### src/rtl/opaddr_pkg.sv
package opaddr_pkg;
  localparam int DATA_W  = 32;
  localparam int FIELD_W = 16;
  localparam int MODE_W  = 3;
  localparam int ALIGN_BITS = 2;

  typedef enum logic [MODE_W-1:0] {
    AM_IMM = 3'd0,
    AM_REG = 3'd1,
    AM_ABS = 3'd2,
    AM_IND = 3'd3,
    AM_IDX = 3'd4,
    AM_BIX = 3'd5
  } amode_e;

  typedef struct packed {
    logic [DATA_W-1:0] value;
    logic              mem;
    logic              misalign;
    logic              illegal;
  } ea_res_t;

  // Sign-extend the instruction field to the full data width.
  function automatic logic [DATA_W-1:0] sext_field(input logic [FIELD_W-1:0] f);
    return {{(DATA_W-FIELD_W){f[FIELD_W-1]}}, f};
  endfunction

  // Modular address sum; carry out is discarded.
  function automatic logic [DATA_W-1:0] wrap_add(input logic [DATA_W-1:0] a,
                                                 input logic [DATA_W-1:0] b);
    return a + b;
  endfunction

  function automatic logic low_bits_set(input logic [DATA_W-1:0] a);
    return |a[ALIGN_BITS-1:0];
  endfunction
endpackage

### src/rtl/opaddr_sext.sv
module opaddr_sext #(
  parameter int IN_W  = 16,
  parameter int OUT_W = 32
) (
  input  logic [IN_W-1:0]  din,
  output logic [OUT_W-1:0] dout
);
  localparam int PAD_W = OUT_W - IN_W;

  generate
    if (PAD_W > 0) begin : g_pad
      assign dout = {{PAD_W{din[IN_W-1]}}, din};
    end else begin : g_trunc
      assign dout = din[OUT_W-1:0];
    end
  endgenerate
endmodule

### src/rtl/opaddr_calc.sv
module opaddr_calc
  import opaddr_pkg::*;
(
  input  logic [MODE_W-1:0]  mode,
  input  logic [DATA_W-1:0]  base_val,
  input  logic [DATA_W-1:0]  index_val,
  input  logic [FIELD_W-1:0] ifield,
  output logic [DATA_W-1:0]  ext_field,
  output logic [DATA_W-1:0]  sum_off,
  output logic [DATA_W-1:0]  sum_pair,
  output ea_res_t            res
);
  opaddr_sext #(.IN_W(FIELD_W), .OUT_W(DATA_W)) u_sext (
    .din  (ifield),
    .dout (ext_field)
  );

  assign sum_off  = wrap_add(base_val, ext_field);
  assign sum_pair = wrap_add(base_val, index_val);

  always_comb begin
    res = '0;
    case (mode)
      AM_IMM: begin res.value = ext_field; res.mem = 1'b0; end
      AM_REG: begin res.value = base_val;  res.mem = 1'b0; end
      AM_ABS: begin res.value = ext_field; res.mem = 1'b1; end
      AM_IND: begin res.value = base_val;  res.mem = 1'b1; end
      AM_IDX: begin res.value = sum_off;   res.mem = 1'b1; end
      AM_BIX: begin res.value = sum_pair;  res.mem = 1'b1; end
      default: begin res.value = '0; res.mem = 1'b0; res.illegal = 1'b1; end
    endcase
    res.misalign = res.mem & low_bits_set(res.value);
  end
endmodule

### src/rtl/opaddr_gen.sv
module opaddr_gen
  import opaddr_pkg::*;
(
  input  logic               clk,
  input  logic               rst_n,
  input  logic               in_valid,
  input  logic [MODE_W-1:0]  mode,
  input  logic [DATA_W-1:0]  base_val,
  input  logic [DATA_W-1:0]  index_val,
  input  logic [FIELD_W-1:0] ifield,
  output logic               out_valid,
  output logic [DATA_W-1:0]  result,
  output logic               mem_access,
  output logic               align_err,
  output logic               illegal_mode
);
  logic [DATA_W-1:0] ext_field, sum_off, sum_pair;
  ea_res_t           comb_res;
  ea_res_t           res_q;

  opaddr_calc u_calc (
    .mode      (mode),
    .base_val  (base_val),
    .index_val (index_val),
    .ifield    (ifield),
    .ext_field (ext_field),
    .sum_off   (sum_off),
    .sum_pair  (sum_pair),
    .res       (comb_res)
  );

  always_ff @(posedge clk or negedge rst_n) begin
    if (!rst_n) begin
      out_valid <= 1'b0;
      res_q     <= '0;
    end else begin
      out_valid <= in_valid;
      if (in_valid) res_q <= comb_res;
    end
  end

  assign result       = res_q.value;
  assign mem_access   = res_q.mem;
  assign align_err    = res_q.misalign;
  assign illegal_mode = res_q.illegal;

  a_r9_valid_follows: assert property (@(posedge clk) disable iff (!rst_n)
    in_valid |=> out_valid);
  a_r9_valid_drops: assert property (@(posedge clk) disable iff (!rst_n)
    !in_valid |=> !out_valid);
  a_r10_hold: assert property (@(posedge clk) disable iff (!rst_n)
    !in_valid |=> $stable(result) && $stable(mem_access) && $stable(align_err)
                  && $stable(illegal_mode));
  a_r7_align_needs_mem: assert property (@(posedge clk) disable iff (!rst_n)
    align_err |-> mem_access && (result[1:0] != 2'b00));
  a_r8_illegal_quiet: assert property (@(posedge clk) disable iff (!rst_n)
    illegal_mode |-> !mem_access && !align_err && result == '0);
  a_r6_pair_sum: assert property (@(posedge clk) disable iff (!rst_n)
    in_valid && mode == AM_BIX |=> result == $past(base_val) + $past(index_val));
  a_r5_offset_sum: assert property (@(posedge clk) disable iff (!rst_n)
    in_valid && mode == AM_IDX |=> result == $past(base_val) + $past(sext_field(ifield)));
  a_r1_imm_no_mem: assert property (@(posedge clk) disable iff (!rst_n)
    in_valid && mode == AM_IMM |=> !mem_access && !illegal_mode);
endmodule

### config.mk
export PLATFORM = sky130hd
export DESIGN_NAME = opaddr_gen
export DESIGN_NICKNAME = d
export VERILOG_FILES = /design/src/rtl/opaddr_pkg.sv /design/src/rtl/opaddr_sext.sv /design/src/rtl/opaddr_calc.sv /design/src/rtl/opaddr_gen.sv
export SDC_FILE = /design/constraint.sdc
export NUM_CORES = 1
export LEC_CHECK = 0
export BUFFER_PORTS_ARGS = -buffer_cell sky130_fd_sc_hd__clkbuf_2
export CAP_MARGIN = 40
export CORE_UTILIZATION = 50
export CTS_CLUSTER_SIZE = 25
export DETAILED_ROUTE_END_ITERATION = 10
export GPL_TIMING_DRIVEN = 0
export PLACE_DENSITY = 0.78
export SYNTH_ARGS = -nofsm -noshare
export SYNTH_HDL_FRONTEND = slang
export SYNTH_SLANG_ARGS = --single-unit
### constraint.sdc
create_clock -name clk -period 1.85 [get_ports clk]
set_input_delay 0.0925 -clock clk [delete_from_list [all_inputs] [get_ports clk]]
set_output_delay 0.0925 -clock clk [all_outputs]
set_load 0.005 [all_outputs]
---- Yosys cells after proc, flatten, opt, wreduce, memory -nomap -nowiden ----
Cells that the tools add are included.
cells by class
  add/subtract/negate cells ............... 2
  equal/unequal tests ..................... 5
  muxes and demuxes ....................... 2
  bitwise gates (word level) .............. 1
  reduce and logical (&&, ||, !) cells .... 3
operators with widths
  cell                                                                    number
  33-bit case mux with 6 select lines                                     1
  32-bit adder                                                            2
  3-bit by 2-bit equality test with 1-bit output (second input constant)  2
  3-bit equality test (second input constant)                             2
  6-bit OR reduction                                                      1
  3-bit by 1-bit equality test with 1-bit output (second input constant)  1
  3-bit logical NOT                                                       1
  2-bit OR reduction                                                      1
  1-bit bitwise AND                                                       1
  1-bit 2-to-1 mux                                                        1
word-level totals
  register bits after elaboration ......... 36
  input port bits ......................... 86
  word-level logic and storage cells ...... 18

---- Longest topological paths before layout ----
Gate-level depths: netlist (run 1).
  depth in word-level cells ............... 4
  mapped depth ............................ 16
  gate-level depth less buffers ........... 12

---- Modules after synthesis ----
From an unflattened synthesis (run 1), not the netlist that was laid out.
unflattened totals
  cells, all modules ...................... 705
  area total of the unflattened synthesis .. 5960.7 µm²
by module, submodules not included
  module       instances  cells each  area an instance (µm²)
  opaddr_calc  1          598         4241.6
  opaddr_gen   1          75          1478.9
  opaddr_sext  1          32          240.2

---- Worst setup path before layout (run 1) ----
Ideal clock, no wire load.
  path kind ............................... input to register
  start point ............................. input port mode[0]
  end point ............................... register res_q, in the netlist result[24]
  setup time .............................. 142 ps
  arrival time ............................ 2932 ps
  required time ........................... 1708 ps
  setup slack ............................. -1225 ps
  stages .................................. 14
  buffers on the path ..................... 4
  cells stage by stage .................... clkbuf_1 nand3b_1 and2_1 clkbuf_1 clkbuf_1 a21o_1 ha_1 clkbuf_1 a211oi_1 o21ai_0 a2111oi_1 a211oi_1 xnor2_1 o221ai_1
on the way
  longest elaborated chain between the ends .. 2
  elaborated cells between the ends (all ways) .. 7
ends and longest elaborated chain
  element                                            RTL line           source
  start: declaration                                 opaddr_gen.sv:7    input logic [MODE_W-1:0] mode,
  3-bit equality test, or another cell as far along  opaddr_calc.sv:23  case (mode)
  33-bit case mux with 6 select lines (*)            opaddr_calc.sv:23
  end signal: assignment                             opaddr_gen.sv:38   if (in_valid) res_q <= comb_res;
  end: declaration                                   opaddr_gen.sv:19   ea_res_t res_q;
Mark *: on every way between the ends. The rest lies on a longest branch, timed or not.
A chain may end at the register's enable or synchronous reset.

---- Final worst setup path (run 1) ----
  start point ............................. input port mode[1]
  end point ............................... register res_q, in the netlist result[29]
The elaborated chain is that of the path after synthesis.

==> results.md, run 1 <==
- The worst-case setup slack after placement is -1.552 ns.
- The share of the yosys chip area belonging to registers is 21.97%.
- The net count after synthesis is 673.
- The number of global-route vias before repair came to 5,132.
- The core region is 0.007848 mm^2.
- Averaged over all synthesized cells, the footprint is 7.482 um^2.
- Clock-pin slew was measured on the worst setup and hold paths at 0.08 ns.
- Yosys printed 0 warnings.
- The final standard cell utilization of the core is 86.51%.
- The flip-flop cell with the highest count after synthesis is dfrtp_1.
- The routed design has 19,250 um of wire.
- The pre-antenna-repair detailed-routing pass consisted of 8 iterations.
- The reg-to-reg endpoint is result[31]$_DFFE_PN0P_.
- The mapped cell area is 0.004100 mm^2.
- The multiplexer share of the synthesized area is 4.455%.
- The area of the die is 0.008566 mm^2.
- The final critical-path share of the clock period is 134.6%.
- The maximum number of pins on one net before global-route repair is 30.
- Headroom to the max-slew limit came out at 41.08%.
- The total count of max-transition violations in the final report is 0.
- The cell area power density is 592.2 mW/mm^2.
- After routing the design area is 0.006789 mm^2.
- The number of enable flip-flop cells after synthesis is 0.
- For flop-to-flop paths, the worst setup slack is 0.98 ns.
- For the pin with the worst max-slew slack, the measured transition is 0.8837 ns.
- STA classifies the critical path endpoint as a register.
- The shortest period the worst path allows is 2.490 ns.
- The critical path required time is 2.00 ns.
- The count of cells along the worst register-to-register path is 3.
- The initial utilization of the core area, before any placement, comes to 52.25%.
- The clock passes through at most 2 buffers.
- After synthesis, the share of flip-flops with an asynchronous set or reset is 100.0%.
- The clock root buffer is clkbuf_8.
- In the routed design, unresolved DRC markers number 0.
- The area growth from synthesis to layout is 65.58%.
- Setup violations remaining at the end of the flow were counted as 28.
- The width of the die is 92.56 um.
- The total design power is 4.021 mW.
- The placed instances occupy a cell area of 0.005235 mm^2.
- The classification of the worst setup path is in -> reg.
- TritonCTS built the clock tree.
- The data arrival at the endpoint of the critical path is 2.64 ns.
- The final reports fail on setup timing.
- The synthesized netlist cell count is 548.
- Across the VDD grid, the largest voltage drop is 374.2 uV.
- The flow ran to the end, but the final reports show violations.
- The number of hold-slack violations in the final timing report is 0.
- The largest fanout on the critical path is 7.
- Routability-driven placement finished with a final weighted congestion of 0.9648.
- The via count normalized by instance count is 6.714.
- The clock arrives with 0 ns of skew.
- The most critical setup path has its startpoint at mode[1].
- The remaining global-route overflow is 0.
- The net count reported at finish is 854.
- The library cells used most frequently in the layout, excluding fill and tap cells, are clkbuf_2 (118), a21oi_1 (58), nand2_1 (57).
- The average detailed-routed wire length per instance is 23.14 um.
- The slack of the critical path is -0.6396 ns.
- The area fraction in and, or, nand and nor cells after synthesis is 20.42%.
- The path category of the worst min-delay check is in -> reg.
- The smallest hold slack is 0.05715 ns.
- The number of antenna cells inserted is 0.
- The HPWL after detailed placement is 10,820 um.
- The first-pass GRT wire length is 25,790 um.
- The tool flagged a number of max-cap violations equal to 0.
- The dominant combinational cell family by area after synthesis is compound AO/OA/AOI/OAI gates.
- The floorplan has 32 rows.
- The die is 92.56 um tall.
- Counting the buffers created by CTS gives 5.
- The worst register-to-register path begins at result[31]$_DFFE_PN0P_.
- The worst setup path is launched from a primary input.
- The total via count in the routed design is 5,586.
- The synthesized netlist devotes 32.32% of its cell area to compound gates.
- Once layout is complete, the cells apart from fillers number 832.
- The overall fraction of global-route tracks in use is 38.84%.
- Synthesis instantiated 58 different standard cells from the library.
- The fraction of layout instances using a drive strength above 1 is 49.04%.
- The total placed cells including tap cells is 770.
- The number of violations reported at the end of detailed-routing iteration 0 is 484.
- The post-synthesis share of cell area spent on full adders, half adders and majority gates is 12.08%.
- Buffers placed on the I/O ports in this run total 119.
- The H-tree depth reported by CTS is 2.
- The synthesized-area fraction occupied by xor and xnor cells is 4.699%.
- Clock latency on the worst-skew pair, taken at its later pin, is 0.30 ns.
- The number of antenna violations at the first check in global routing is 0.
- Leaving out fill and tap cells, the most frequent cell in the layout is clkbuf_2.
- After routing, the total negative slack on setup checks comes to -12.49 ns.
- The most critical setup path has its endpoint at result[29]$_DFFE_PN0P_.
- The count of pins on the block boundary is 122.
- The count of nets left with antenna violations once routing finished came out at 0.
- The synthesized design contains 36 register bits.
- Summed over all cells, the static leakage comes to 3.002 nW.
- Setup repair after global routing could not meet its margin everywhere.
- The number of sinks on the clock net is 36.
- Static timing analysis puts the maximum clock frequency at 401.7 MHz.
==> critical path, stage by stage <==
cell	delay, ns
buf_8	0.11
nor2b_4	0.15
and2_4	0.23
clkbuf_16	0.18
nand2_4	0.05
nand2_4	0.08
ha_4	0.21
a211oi_4	0.32
o211ai_4	0.18
a2111oi_4	0.38
buf_6	0.21
o31ai_4	0.07
nor3_1	0.26
o31ai_2	0.11
==> registers in the layout (all words and copies together), names as in the netlist <==
register,cells
align_err,1
illegal_mode,1
mem_access,1
out_valid,1
result,32
==> routing by layer <==
metal  vias to the layer above  wire (um)  track usage, %
li1                       2354          -               -
met1                      2589       7143           48.29
met2                       489       8762           65.49
met3                       154       1931           5.337
met4                         0       1416           19.53
met5                         -          0               0
==> what timing repair did <==
action,CTS,global route
setup buffers,44,19
pin swaps,77,46
gates resized for setup,154,61
hold buffers,2,0
hold endpoints to repair,37,0
setup endpoints to repair,33,31
cloned,1,1
==> power by group <==
part,switching [mW],total [mW],internal (mW)
sequential,0.0664,0.961,0.894
clock,0.345,0.644,0.299
combinational,1.32,2.42,1.10
total,1.73,4.02,2.29
==> how the worst min path moves through the flow <==
stage | cells past startpoint | to | from | slack, ns
6_report | 3 | illegal_mode$_DFFE_PN0P_ | mode[1] | 0.06
5_1_grt | 3 | illegal_mode$_DFFE_PN0P_ | mode[1] | 0.08
4_1_cts | 3 | illegal_mode$_DFFE_PN0P_ | mode[1] | 0.10
3_5_place_dp | 1 | result[7]$_DFFE_PN0P_ | rst_n | -0.03
3_3_place_gp | 1 | out_valid$_DFF_PN0_ | in_valid | 0.22
2_1_floorplan | 0 | align_err$_DFFE_PN0P_ | rst_n | -0.20
==> area by class of cell <==
cell class                      count  area, um^2
Multi-Input combinational cell    469        4219
Clock buffer                        6       82.58
Buffer                             23       193.9
Timing Repair Buffer              184        1217
Clock inverter                      2       10.01
Tap cell                          102       127.6
Inverter                           10       37.54
Fill cell                         403        1059
Sequential cell                    36       900.9
==> Yosys cell counts (2+ instances only) <==
cell type	n	area share [%]
mux2_2	2	0.55
a21o_1	27	4.9
o21a_1	7	1.3
nor2_1	44	4.0
o221ai_1	11	2.3
o31ai_2	2	0.61
xor2_1	6	1.3
a31oi_1	4	0.61
inv_1	9	0.82
and2_1	6	0.92
nand2_1	89	8.1
a21boi_1	2	0.37
dfrtp_1	36	22
o21ai_0	20	2.4
and3_1	3	0.46
a21boi_0	3	0.55
o211ai_1	4	0.73
buf_1	4	0.37
clkbuf_1	27	2.5
a21oi_1	84	10
mux2i_1	16	3.9
a211o_1	2	0.43
nor3_1	10	1.2
nand4_1	7	1.1
nand3_1	10	1.2
nor2b_1	4	0.61
o31ai_1	8	1.5
o21bai_1	3	0.55
ha_1	38	12
xnor2_1	16	3.4
o21ai_1	12	1.5
a211oi_1	3	0.55
nand3b_1	4	0.73
==> kinds of logic after synthesis <==
| family | after synthesis |
|---|---|
| AOI/OAI and AO/OA | 204 |
| buffers and inverters | 43 |
| DFF | 36 |
| adders and majority gates | 39 |
| xor gates and xnor gates | 22 |
| and+or+nand+nor | 186 |
| muxes | 18 |
Power figures use the tool's default switching activity.
==> run 2, diff against run 1 <==
--- a/config.mk
+++ b/config.mk
@@ -5,7 +5,7 @@
 export SDC_FILE = /design/constraint.sdc
 export NUM_CORES = 1
 export LEC_CHECK = 0
-export BUFFER_PORTS_ARGS = -buffer_cell sky130_fd_sc_hd__clkbuf_2
+export BUFFER_PORTS_ARGS = -buffer_cell sky130_fd_sc_hd__buf_2
 export CAP_MARGIN = 40
 export CORE_UTILIZATION = 50
 export CTS_CLUSTER_SIZE = 25
==> run 2 against run 1 <==
Effect of this change: the flow still finishes with violations (setup timing); sequential share of layout area is 0.64 points higher; non-clock buffer count is 16 lower; routed wire length is 8.8% lower; via count down 4.4%; cell area down 4.6%; count of clock-buffer cells in the layout shrank 1; core utilization shrank 4.0 points; critical path depth is the same; cell count down 1.9%; combinational power decreased by 9.1%; die area stayed put; critical path type unchanged; critical endpoint unchanged; largest cell class unchanged.
==> results.md, run 2 (same netlist as run 1, synthesis figures left out) <==
- The library cells used most frequently in the layout, excluding fill and tap cells, are buf_2 (118), a21oi_1 (60), nand2_1 (55).
- The max-capacitance violation count came to 0 (unchanged).
- The final standard cell utilization of the core was 82.51% (-4.0 points).
- The worst clock skew was 0 ns (unchanged).
- The number of core rows was 32 (unchanged).
- The number of endpoints failing setup at the final stage is 28 (unchanged).
- The data arrival at the endpoint of the critical path is 2.71 ns (+0.07 ns).
- The number of hold-slack violations in the final timing report was 0 (unchanged).
- The global placer's final weighted congestion was 0.9461 (-1.9%).
- The clock transition at the registers of the reported paths is 0.08 ns (about the same).
- The number of antenna violations at the first check in global routing came to 0 (unchanged).
- The worst-margin pin slew is 0.8440 ns (-0.03975 ns).
- The total of buffers placed on input and output ports is 119 (unchanged).
- The estimated wirelength of the detail-placed design came to 11,100 um (+2.7%).
- The worst ir drop on vdd is 437.3 uV (+17%).
- The effective utilization at floorplan is 52.25% (unchanged).
- The slack of the critical path is -0.6471 ns (-0.007467 ns).
- The width of the die is 92.56 um (unchanged).
- The clock root buffer is clkbuf_8.
- The number of sinks on the clock net was 36 (unchanged).
- The share of total power in combinational logic is 56.4% (-3.7 points).
- The H-tree depth reported by CTS was 2 (unchanged).
- The internal power is 2.291 mW (about the same).
- The critical path required time is 2.06 ns (+0.06 ns).
- The maximum number of pins on one net before global-route repair came to 20 (-33%).
- The number of global-route vias before repair is 5,108 (-0.47%).
- The final critical-path share of the clock period is 135.0% (+0.40 points).
- Setup repair after global routing could not meet its margin everywhere.
- The maximum number of buffers from clock root to sink is 2 (unchanged).
- The relative contribution of sequential cells to total power was 24.5% (+0.6 points).
- The core box area is 0.007848 mm^2 (unchanged).
- The via count normalized by instance count was 6.548 (-2.5%).
- The remaining global-route overflow was 0 (unchanged).
- The library cell used most frequently in the layout, excluding fill and tap cells, is buf_2.
- The worst max-slew margin expressed relative to the limit was 43.73% (+2.6 points).
- The run finished, with violations left.
- The leakage power figure was 2.866 nW (-4.5%).
- The area growth from synthesis to layout is 57.92%.
- The total count of max-transition violations in the final report was 0 (unchanged).
- The length of the first detailed-routing pass in iterations is 5 (-3).
- The register-to-register path setup slack is 0.97 ns (about the same).
- The number of violations reported at the end of detailed-routing iteration 0 is 435 (-10%).
- The total via count in the routed design is 5,343 (-4.4%).
- The number of flip-flops under the largest register name is 32 (unchanged).
- The switching power as a share of total power is 41.33% (-1.7 points).
- The min-delay analysis places its worst path in the category in -> reg.
- The average detailed-routed wire length per instance is 21.52 um (-7.0%).
- The cell area power density is 603.0 mW/mm^2 (+1.8%).
- The area of the die is 0.008566 mm^2 (unchanged).
- TritonCTS built the clock tree.
- The overall fraction of global-route tracks in use is 37.51% (-1.3 points).
- The number of buffers created by CTS is 5 (unchanged).
- The fraction of layout instances using a drive strength above 1 is 45.52% (-3.5 points).
- The number of antenna cells inserted came to 0 (unchanged).
- The worst setup path is launched from a primary input.
- The worst setup path is of the in -> reg kind.
- The latest clock arrival within the worst-skew pair is 0.30 ns (about the same).
- The net switching power of the design is 1.614 mW (-6.7%).
- The count of pins on the block boundary is 122 (unchanged).
- The largest fanout on the critical path came to 7 (unchanged).
- The worst setup path is captured at a register.
- The maximum clock frequency came to 400.5 MHz (-0.30%).
- The total design power is 3.904 mW (-2.9%).
- The shortest period the worst path allows is 2.497 ns (+0.007467 ns).
- The net count reported at finish is 838 (-1.9%).
- The smallest hold slack was 0.1382 ns (+0.08101 ns).
- The aggregate routed wire length is 17,560 um (-8.8%).
- The first-pass GRT wire length is 25,080 um (-2.7%).
- The final reports fail on setup timing.
- The die height is 92.56 um (unchanged).
- The number of nets with antenna violations after detailed routing is 0 (unchanged).
- The clock network fraction of design power is 19.1% (+3.1 points).
- The DRC violation count after routing is 0 (unchanged).
## run 2: final cells by class
cell class | instances | area, um^2
sequential | 36 | 900.9
multi-input combinational | 469 | 4006
timing repair buffer | 166 | 1062
tap | 102 | 127.6
inverter | 10 | 37.54
buffer | 25 | 229.0
fill | 481 | 1373
clock buffer | 5 | 68.82
clock inverter | 3 | 42.54
## run 2: final timing paths
check | startpoint | end | depth (start not counted)
setup / recovery | mode[1] | result[29]$_DFFE_PN0P_ | 14
max in group asynchronous | rst_n | result[15]$_DFFE_PN0P_ | 3
hold / removal | base_val[19] | result[19]$_DFFE_PN0P_ | 3
hold reg to reg | result[18]$_DFFE_PN0P_ | result[18]$_DFFE_PN0P_ | 2
setup reg to reg | result[23]$_DFFE_PN0P_ | result[23]$_DFFE_PN0P_ | 2
min in group asynchronous | rst_n | out_valid$_DFF_PN0_ | 2
## run 2: power groups by stage
stage	clock network, mW	registers (mW)	logic [mW]
after floorplan	0	0.973	1.09
after global placement	0	0.963	1.58
after detailed placement	0	0.966	1.61
after CTS	0.748	0.951	1.91
after global routing	0.782	0.965	2.33
final	0.746	0.957	2.20
## run 2: repair_timing
item                       in CTS  in global routing
setup endpoints to repair      33                 31
pin swaps                      54                 39
gates resized for setup       101                 74
setup buffers                  31                 12
hold buffers                    2                  0
hold endpoints to repair       19                  0
cloned                          1                  0
## run 2: per-stage QoR
stage	cell area (um^2)	TNS (ns)	instances	worst slack, ns
6_report	6475	-11.73	816	-0.6471
5_1_grt	6475	-14.09	816	-0.7587
4_1_cts	6113	-12.95	808	-0.6251
3_5_place_dp	5243	-35.76	770	-1.540
3_3_place_gp	5215	-35.13	769	-1.578
2_1_floorplan	4492	-17.71	548	-0.8694
## run 2: critical path: stages
cell and delay, ns:
buf_12 0.10, nand3b_1 0.28, buf_6 0.24, nand2_4 0.08, nand2_4 0.06, ha_4 0.22, a211oi_4 0.29, o211ai_2 0.13
buf_6 0.15, a2111oi_4 0.38, buf_6 0.19, o31ai_4 0.07, o21a_1 0.21, o31ai_2 0.21
## run 2: metal layers
layer  GRT usage (%)  share of wire, %  wire, um  vias up
li1                -                 -         -     2320
met4           15.49               4.4       773        0
met1           46.37                38      6690     2570
met3           6.076               8.9      1569       85
met5               0                 0         0        -
met2           64.44                49      8531      368
